File: src/rtl/pll_calc_pkg.sv
package pll_calc_pkg;

  typedef enum logic [2:0] {
    ST_IDLE,
    ST_SETUP,
    ST_DIV1,
    ST_DIV2,
    ST_DIVA
  } calc_state_t;

  // strap table entries in MHz; row picks the 25 MHz reference
  function automatic logic [8:0] strap_mhz(input logic row25, input logic [1:0] sel);
    logic [8:0] v;
    case ({row25, sel})
      3'b000:  v = 9'd384;
      3'b001:  v = 9'd360;
      3'b010:  v = 9'd336;
      3'b011:  v = 9'd408;
      3'b100:  v = 9'd400;
      3'b101:  v = 9'd375;
      3'b110:  v = 9'd350;
      default: v = 9'd425;
    endcase
    return v;
  endfunction

endpackage

File: src/rtl/pll_calc_div.sv
module pll_calc_div #(
  parameter int W = 40
) (
  input  logic         clk,
  input  logic         rst_n,
  input  logic         go,
  input  logic [W-1:0] num,
  input  logic [W-1:0] den,
  output logic         busy,
  output logic [W-1:0] quo
);
  localparam int CW = $clog2(W + 1);

  logic [W-1:0]  rem_q, rem_d, quo_q, quo_d, den_q, den_d;
  logic [CW-1:0] cnt_q, cnt_d;
  logic [W:0]    shifted, trial;

  always_comb begin
    shifted = {rem_q, quo_q[W-1]};
    trial   = shifted - {1'b0, den_q};
    rem_d   = rem_q;
    quo_d   = quo_q;
    den_d   = den_q;
    cnt_d   = cnt_q;
    if (go) begin
      rem_d = '0;
      quo_d = num;
      den_d = den;
      cnt_d = CW'(W);
    end else if (cnt_q != '0) begin
      cnt_d = cnt_q - 1'b1;
      if (!trial[W]) begin
        rem_d = trial[W-1:0];
        quo_d = {quo_q[W-2:0], 1'b1};
      end else begin
        rem_d = shifted[W-1:0];
        quo_d = {quo_q[W-2:0], 1'b0};
      end
    end
  end

  always_ff @(posedge clk or negedge rst_n) begin
    if (!rst_n) begin
      rem_q <= '0;
      quo_q <= '0;
      den_q <= '0;
      cnt_q <= '0;
    end else begin
      rem_q <= rem_d;
      quo_q <= quo_d;
      den_q <= den_d;
      cnt_q <= cnt_d;
    end
  end

  assign busy = (cnt_q != '0);
  assign quo  = quo_q;
endmodule

File: src/rtl/pll_calc_decode.sv
module pll_calc_decode
  import pll_calc_pkg::*;
#(
  parameter int HZ_W      = 40,
  parameter int REG_W     = 32,
  parameter int OFF_BIT   = 19,
  parameter int BYP_BIT   = 20,
  parameter int PROG_BIT  = 21,
  parameter int S25_BIT   = 23,
  parameter int S48_BIT   = 18,
  parameter int SEL_LSB   = 8,
  parameter int PCLK_LSB  = 23,
  parameter int PCLK_W    = 3
) (
  input  logic              fmt,
  input  logic [REG_W-1:0]  pll_w,
  input  logic [REG_W-1:0]  strap_w,
  input  logic [REG_W-1:0]  csel_w,
  output logic [HZ_W-1:0]   ref_hz,
  output logic [HZ_W-1:0]   table_hz,
  output logic              pwr_off,
  output logic              bypass,
  output logic              use_table,
  output logic              od,
  output logic [8:0]        first_num,
  output logic [5:0]        first_den,
  output logic [6:0]        p_plus1,
  output logic [PCLK_W:0]   pclk_plus1
);
  logic [8:0] mhz;
  logic       unused_bits;

  always_comb begin
    if (strap_w[S25_BIT])      ref_hz = HZ_W'(32'd25_000_000);
    else if (strap_w[S48_BIT]) ref_hz = HZ_W'(32'd48_000_000);
    else                       ref_hz = HZ_W'(32'd24_000_000);
  end

  assign mhz       = strap_mhz(strap_w[S25_BIT], strap_w[SEL_LSB +: 2]);
  assign table_hz  = {{(HZ_W-9){1'b0}}, mhz} * HZ_W'(32'd1_000_000);
  assign pwr_off   = pll_w[OFF_BIT];
  assign use_table = !fmt && !pll_w[PROG_BIT];
  assign bypass    = pll_w[BYP_BIT];
  assign od        = pll_w[4];
  assign p_plus1   = {1'b0, pll_w[18:13]} + 7'd1;
  assign pclk_plus1 = {1'b0, csel_w[PCLK_LSB +: PCLK_W]} + 1'b1;

  always_comb begin
    if (fmt) begin
      first_num = {1'b0, pll_w[12:5]} + 9'd1;
      first_den = {1'b0, pll_w[4:0]} + 6'd1;
    end else begin
      first_num = {3'b0, pll_w[10:5]} + 9'd2;
      first_den = {2'b0, pll_w[3:0]} + 6'd1;
    end
  end

  assign unused_bits = ^{pll_w, strap_w, csel_w};
endmodule

File: src/rtl/pll_freq_calc.sv
module pll_freq_calc
  import pll_calc_pkg::*;
#(
  parameter int HZ_W     = 40,
  parameter int REG_W    = 32,
  parameter int PCLK_LSB = 23,
  parameter int PCLK_W   = 3
) (
  input  logic             clk,
  input  logic             rst_n,
  input  logic             start,
  input  logic             fmt_sel,
  input  logic [REG_W-1:0] pll_word,
  input  logic [REG_W-1:0] strap_word,
  input  logic [REG_W-1:0] clk_sel_word,
  output logic             busy,
  output logic             done,
  output logic [HZ_W-1:0]  pll_hz,
  output logic [HZ_W-1:0]  apb_hz
);
  localparam int MUL_W = 10;

  logic rst_meta, rst_sync_n;
  always_ff @(posedge clk or negedge rst_n) begin
    if (!rst_n) {rst_sync_n, rst_meta} <= 2'b00;
    else        {rst_sync_n, rst_meta} <= {rst_meta, 1'b1};
  end

  calc_state_t      state_q, state_d;
  logic             cap_en, out_en, fmt_q;
  logic [REG_W-1:0] pll_q, strap_q, csel_q;
  logic [HZ_W-1:0]  acc_q, acc_d, pll_hz_q, apb_hz_q, apb_d;
  logic             done_q;

  logic [HZ_W-1:0]  ref_hz, table_hz;
  logic             pwr_off, bypass, use_table, od;
  logic [8:0]       first_num;
  logic [5:0]       first_den;
  logic [6:0]       p_plus1;
  logic [PCLK_W:0]  pclk_plus1;

  logic             div_go, div_busy;
  logic [HZ_W-1:0]  div_num, div_den, div_quo;
  logic [MUL_W-1:0] mult;
  logic [HZ_W+MUL_W-1:0] prod;
  logic             unused_quo;

  pll_calc_decode #(.HZ_W(HZ_W), .REG_W(REG_W), .PCLK_LSB(PCLK_LSB), .PCLK_W(PCLK_W)) u_dec (
    .fmt(fmt_q), .pll_w(pll_q), .strap_w(strap_q), .csel_w(csel_q),
    .ref_hz(ref_hz), .table_hz(table_hz), .pwr_off(pwr_off), .bypass(bypass),
    .use_table(use_table), .od(od), .first_num(first_num), .first_den(first_den),
    .p_plus1(p_plus1), .pclk_plus1(pclk_plus1)
  );

  pll_calc_div #(.W(HZ_W)) u_div (
    .clk(clk), .rst_n(rst_sync_n), .go(div_go), .num(div_num), .den(div_den),
    .busy(div_busy), .quo(div_quo)
  );

  // multiplier source: legacy doubling after the first divide, packed after the second
  always_comb begin
    mult = '0;
    if (state_q == ST_DIV2)
      mult = div_quo[MUL_W-1:0];
    else if (state_q == ST_DIV1 && !fmt_q)
      mult = od ? div_quo[MUL_W-1:0] : {div_quo[MUL_W-2:0], 1'b0};
  end

  assign prod  = {{MUL_W{1'b0}}, ref_hz} * {{HZ_W{1'b0}}, mult};
  assign apb_d = fmt_q ? (div_quo >> 2) : (div_quo >> 1);
  assign unused_quo = ^{prod[HZ_W+MUL_W-1:HZ_W], div_quo[1:0]};

  always_comb begin
    state_d = state_q;
    cap_en  = 1'b0;
    out_en  = 1'b0;
    div_go  = 1'b0;
    div_num = '0;
    div_den = '0;
    acc_d   = acc_q;
    case (state_q)
      ST_IDLE: if (start) begin
        cap_en  = 1'b1;
        state_d = ST_SETUP;
      end
      ST_SETUP: begin
        div_go = 1'b1;
        if (pwr_off || use_table || bypass) begin
          if (pwr_off)        acc_d = '0;
          else if (use_table) acc_d = table_hz;
          else                acc_d = ref_hz;
          div_num = acc_d;
          div_den = {{(HZ_W-PCLK_W-1){1'b0}}, pclk_plus1};
          state_d = ST_DIVA;
        end else begin
          div_num = {{(HZ_W-9){1'b0}}, first_num};
          div_den = {{(HZ_W-6){1'b0}}, first_den};
          state_d = ST_DIV1;
        end
      end
      ST_DIV1: if (!div_busy) begin
        div_go = 1'b1;
        if (fmt_q) begin
          div_num = div_quo;
          div_den = {{(HZ_W-7){1'b0}}, p_plus1};
          state_d = ST_DIV2;
        end else begin
          acc_d   = prod[HZ_W-1:0];
          div_num = acc_d;
          div_den = {{(HZ_W-PCLK_W-1){1'b0}}, pclk_plus1};
          state_d = ST_DIVA;
        end
      end
      ST_DIV2: if (!div_busy) begin
        div_go  = 1'b1;
        acc_d   = prod[HZ_W-1:0];
        div_num = acc_d;
        div_den = {{(HZ_W-PCLK_W-1){1'b0}}, pclk_plus1};
        state_d = ST_DIVA;
      end
      ST_DIVA: if (!div_busy) begin
        out_en  = 1'b1;
        state_d = ST_IDLE;
      end
      default: state_d = ST_IDLE;
    endcase
  end

  always_ff @(posedge clk or negedge rst_sync_n) begin
    if (!rst_sync_n) begin
      state_q  <= ST_IDLE;
      fmt_q    <= 1'b0;
      pll_q    <= '0;
      strap_q  <= '0;
      csel_q   <= '0;
      acc_q    <= '0;
      pll_hz_q <= '0;
      apb_hz_q <= '0;
      done_q   <= 1'b0;
    end else begin
      state_q <= state_d;
      acc_q   <= acc_d;
      done_q  <= out_en;
      if (cap_en) begin
        fmt_q   <= fmt_sel;
        pll_q   <= pll_word;
        strap_q <= strap_word;
        csel_q  <= clk_sel_word;
      end
      if (out_en) begin
        pll_hz_q <= acc_q;
        apb_hz_q <= apb_d;
      end
    end
  end

  assign busy   = (state_q != ST_IDLE);
  assign done   = done_q;
  assign pll_hz = pll_hz_q;
  assign apb_hz = apb_hz_q;
endmodule

File: config.mk
export PLATFORM = sky130hd
export DESIGN_NAME = pll_freq_calc
export DESIGN_NICKNAME = d
export VERILOG_FILES = /design/src/rtl/pll_calc_pkg.sv /design/src/rtl/pll_calc_div.sv /design/src/rtl/pll_calc_decode.sv /design/src/rtl/pll_freq_calc.sv
export SDC_FILE = /design/constraint.sdc
export NUM_CORES = 1
export LEC_CHECK = 0
export ABC_AREA = 1
export BUFFER_PORTS_ARGS = -buffer_cell sky130_fd_sc_hd__buf_2
export CAP_MARGIN = 10
export CELL_PAD_IN_SITES_DETAIL_PLACEMENT = 2
export CELL_PAD_IN_SITES_GLOBAL_PLACEMENT = 2
export CORE_AREA = 2 2 326 295
export DETAILED_ROUTE_END_ITERATION = 12
export DIE_AREA = 0 0 328 297
export PLACE_DENSITY_LB_ADDON = 0.1
export SYNTH_ARGS = -nofsm -noshare
export SYNTH_HDL_FRONTEND = slang
export SYNTH_HIERARCHICAL = 1
export SYNTH_SLANG_ARGS = --single-unit
File: constraint.sdc
create_clock -name clk -period 31.9 [get_ports clk]
set_input_delay 1.595 -clock clk [delete_from_list [all_inputs] [get_ports clk]]
set_output_delay 1.595 -clock clk [all_outputs]
set_load 0.01 [all_outputs]
==> out/metrics.csv <==
stage;metric;value;unit
finish;final_nets;4805;
sta;relSlewSlack;20.86;%
clock_network;cts_tree;done;
floorplanning;initial_utilization;32.15;%
placed_design;port-buffer-count;113;
sta;worst_pin_slew;1178;ps
finish;fin_util;35.33;%
detailed_routing;vias;27900;
sta;clock.fmax;114.2;MHz
hold_path;hold_class;flop to async pin;
worst_setup_path;worst-path-buf-inv;6;
detailed_routing;vias_per_cell;5.015;
detailed_routing;route.detailed.drc;0;
global_routing;grt_pass1_vias;29970;
global_routing;antenna_found_initial;3;
detailed_routing;drtAntennaViolNets;0;
clock_network;cts-buffers-inserted;37;
placed_design;hpwl;98610;µm
finish;drive_gt1_share;7.657;%
worst_setup_path;cp_top_family;adder cells;
sta;slew_violations;0;
flow_run;timing.max_cap.violations;0;
yosys;avgSynthCellArea;7.171;µm²
worst_setup_path;crit_fanout;34;
worst_setup_path;cpMaxStageDelayCell;fa_1;
sta;grt_setup_unrepaired;false;
worst_setup_path;cp.required;32320;ps
yosys;syn_area;30260;µm²
clock_network;clk_path_buf_depth;3;
sta;post-route-min-period;8758;ps
worst_setup_path;worstSetupPathType;flop to flop;
detailed_routing;drt_wl_total;120800;µm
global_routing;grt_max_degree;150;
placed_design;gp_congestion;0.9038;
floorplanning;fp.dieW;328;µm
floorplanning;core;94120;µm²
clock_network;cts_num_sinks;281;
worst_setup_path;slowest_delay;570;ps
clock_network;cts_resized;0;
floorplanning;placementRows;107;
clock_network;clkTransAtPathRegs;60;ps
sta;min_period_over_period;27.45;%
status;status;completed;
detailed_routing;initialDrtViolationCount;1426;
clock_network;worst_skew_pair.late_latency;580;ps
floorplanning;dieArea;97420;µm²
worst_setup_path;critPathLaunchType;flop;
detailed_routing;dr.pass1.iters;5;
floorplanning;die_h;297;µm
global_routing;grt_usage;24.90;%
floorplanning;ioPinCount;182;
finish;area_growth;9.900;%
sta;fin_skew;18.51;ps
finish;fillers;11210;
yosys;syn_inst;4219;
clock_network;post_cts_buffers;0;
global_routing;grt_pass1_wl;186000;µm
clock_network;htree_levels;2;
clock_network;holdBufCountCts;0;
sta;report.final.hold_viol_count;0;
finish;antenna_cells;0;
sta;fin_setup_tns;0;ps
detailed_routing;wl_per_cell;21.71;µm
global_routing;globalRoute.totalOverflow;0;
worst_setup_path;critPathArrivalTime;9180;ps
clock_network;root_buffer;clkbuf_16;
yosys;synth_warnings;6;
worst_setup_path;cp-end-kind;flop;
sta;setup_viol_count_final;0;
metal layers:
metal  GRT usage, %  part of all wire [%]  wire, µm  vias up
met3          2.287                   2.9      3548      121
met2          39.62                    45     54110      377
met4          5.821                   2.4      2911        4
li1               -                     -         -    13100
met1          36.36                    50     60160    14300
met5              0                 0.022        27        -
sequential cells by signal, summed over array words and instances, names as in the netlist:
| register | cells |
|---|---|
| u_div/rem_q | 40 |
| csel_q | 3 |
| u_div/den_q | 40 |
| u_div/quo | 40 |
| state_q | 3 |
| rst_meta | 1 |
| done | 1 |
| pll_hz | 40 |
| u_div/cnt_q | 6 |
| strap_q | 4 |
| apb_hz | 39 |
| pll_q | 22 |
| acc_q | 40 |
| rst_sync_n | 1 |
| fmt_q | 1 |
cell usage in the layout, fill, tap and decap left out, types with 9 or more instances in the layout:
| cell | n |
|---|---|
| a31oi_1 | 12 |
| nor2_2 | 11 |
| o21a_1 | 24 |
| ha_1 | 151 |
| o21ai_1 | 24 |
| o211ai_1 | 20 |
| inv_2 | 14 |
| a22oi_1 | 21 |
| dfrtp_1 | 279 |
| nand2_1 | 1122 |
| a21oi_1 | 157 |
| conb_1 | 79 |
| o21ai_0 | 265 |
| o22ai_1 | 20 |
| nand3_2 | 9 |
| nand2_2 | 22 |
| or2_2 | 13 |
| o21bai_1 | 15 |
| buf_2 | 113 |
| mux2_2 | 29 |
| xor2_1 | 30 |
| nor3_1 | 22 |
| o221ai_1 | 27 |
| xnor2_1 | 30 |
| nand3_1 | 186 |
| nand4_1 | 28 |
| inv_1 | 728 |
| nor2_1 | 409 |
| nand3b_1 | 12 |
| fa_1 | 273 |
| buf_4 | 34 |
| clkbuf_16 | 38 |
path summary, 6_finish.rpt:
kind | start | end | slack, ps | depth (start not counted)
min in group clk | rst_meta | rst_sync_n | 360 | 0
worst max register to register | fmt_q | u_div/quo[30] | 23140 | 31
worst max-delay path | fmt_q | u_div/quo[30] | 23140 | 31
worst min register to register | rst_sync_n | u_div/rem_q[27] | 280 | 0
worst min-delay path | rst_sync_n | u_div/rem_q[27] | 280 | 0
max in group asynchronous | rst_sync_n | pll_hz[24] | 29570 | 2
per-stage QoR:
stage	hold WS [ps]	instance area, µm²	instances	setup WS (ps)
3_3_place_gp	297.9	31950	5495	23320
5_1_grt	316.4	33250	5563	22700
2_1_floorplan	331.2	30540	4294	23490
3_5_place_dp	293.5	31950	5495	23190
6_report	277.9	33250	5563	23140
4_1_cts	297.0	33250	5563	23180
final cells by class:
| class | instances | area [µm²] | share of cell area [%] |
|---|---|---|---|
| clock buffers | 50 | 1066 | 3.206 |
| well taps | 1253 | 1568 | 4.715 |
| multi-input cells | 3063 | 19690 | 59.20 |
| clock inverters | 18 | 236.5 | 0.7112 |
| repair buffers | 148 | 840.8 | 2.529 |
| flip-flops and latches | 281 | 7037 | 21.16 |
| inverters | 750 | 2819 | 8.478 |
Power is left out: the tool's default activity adds up to more than one toggle a clock period on the data nets, which glitch-free logic cannot reach.
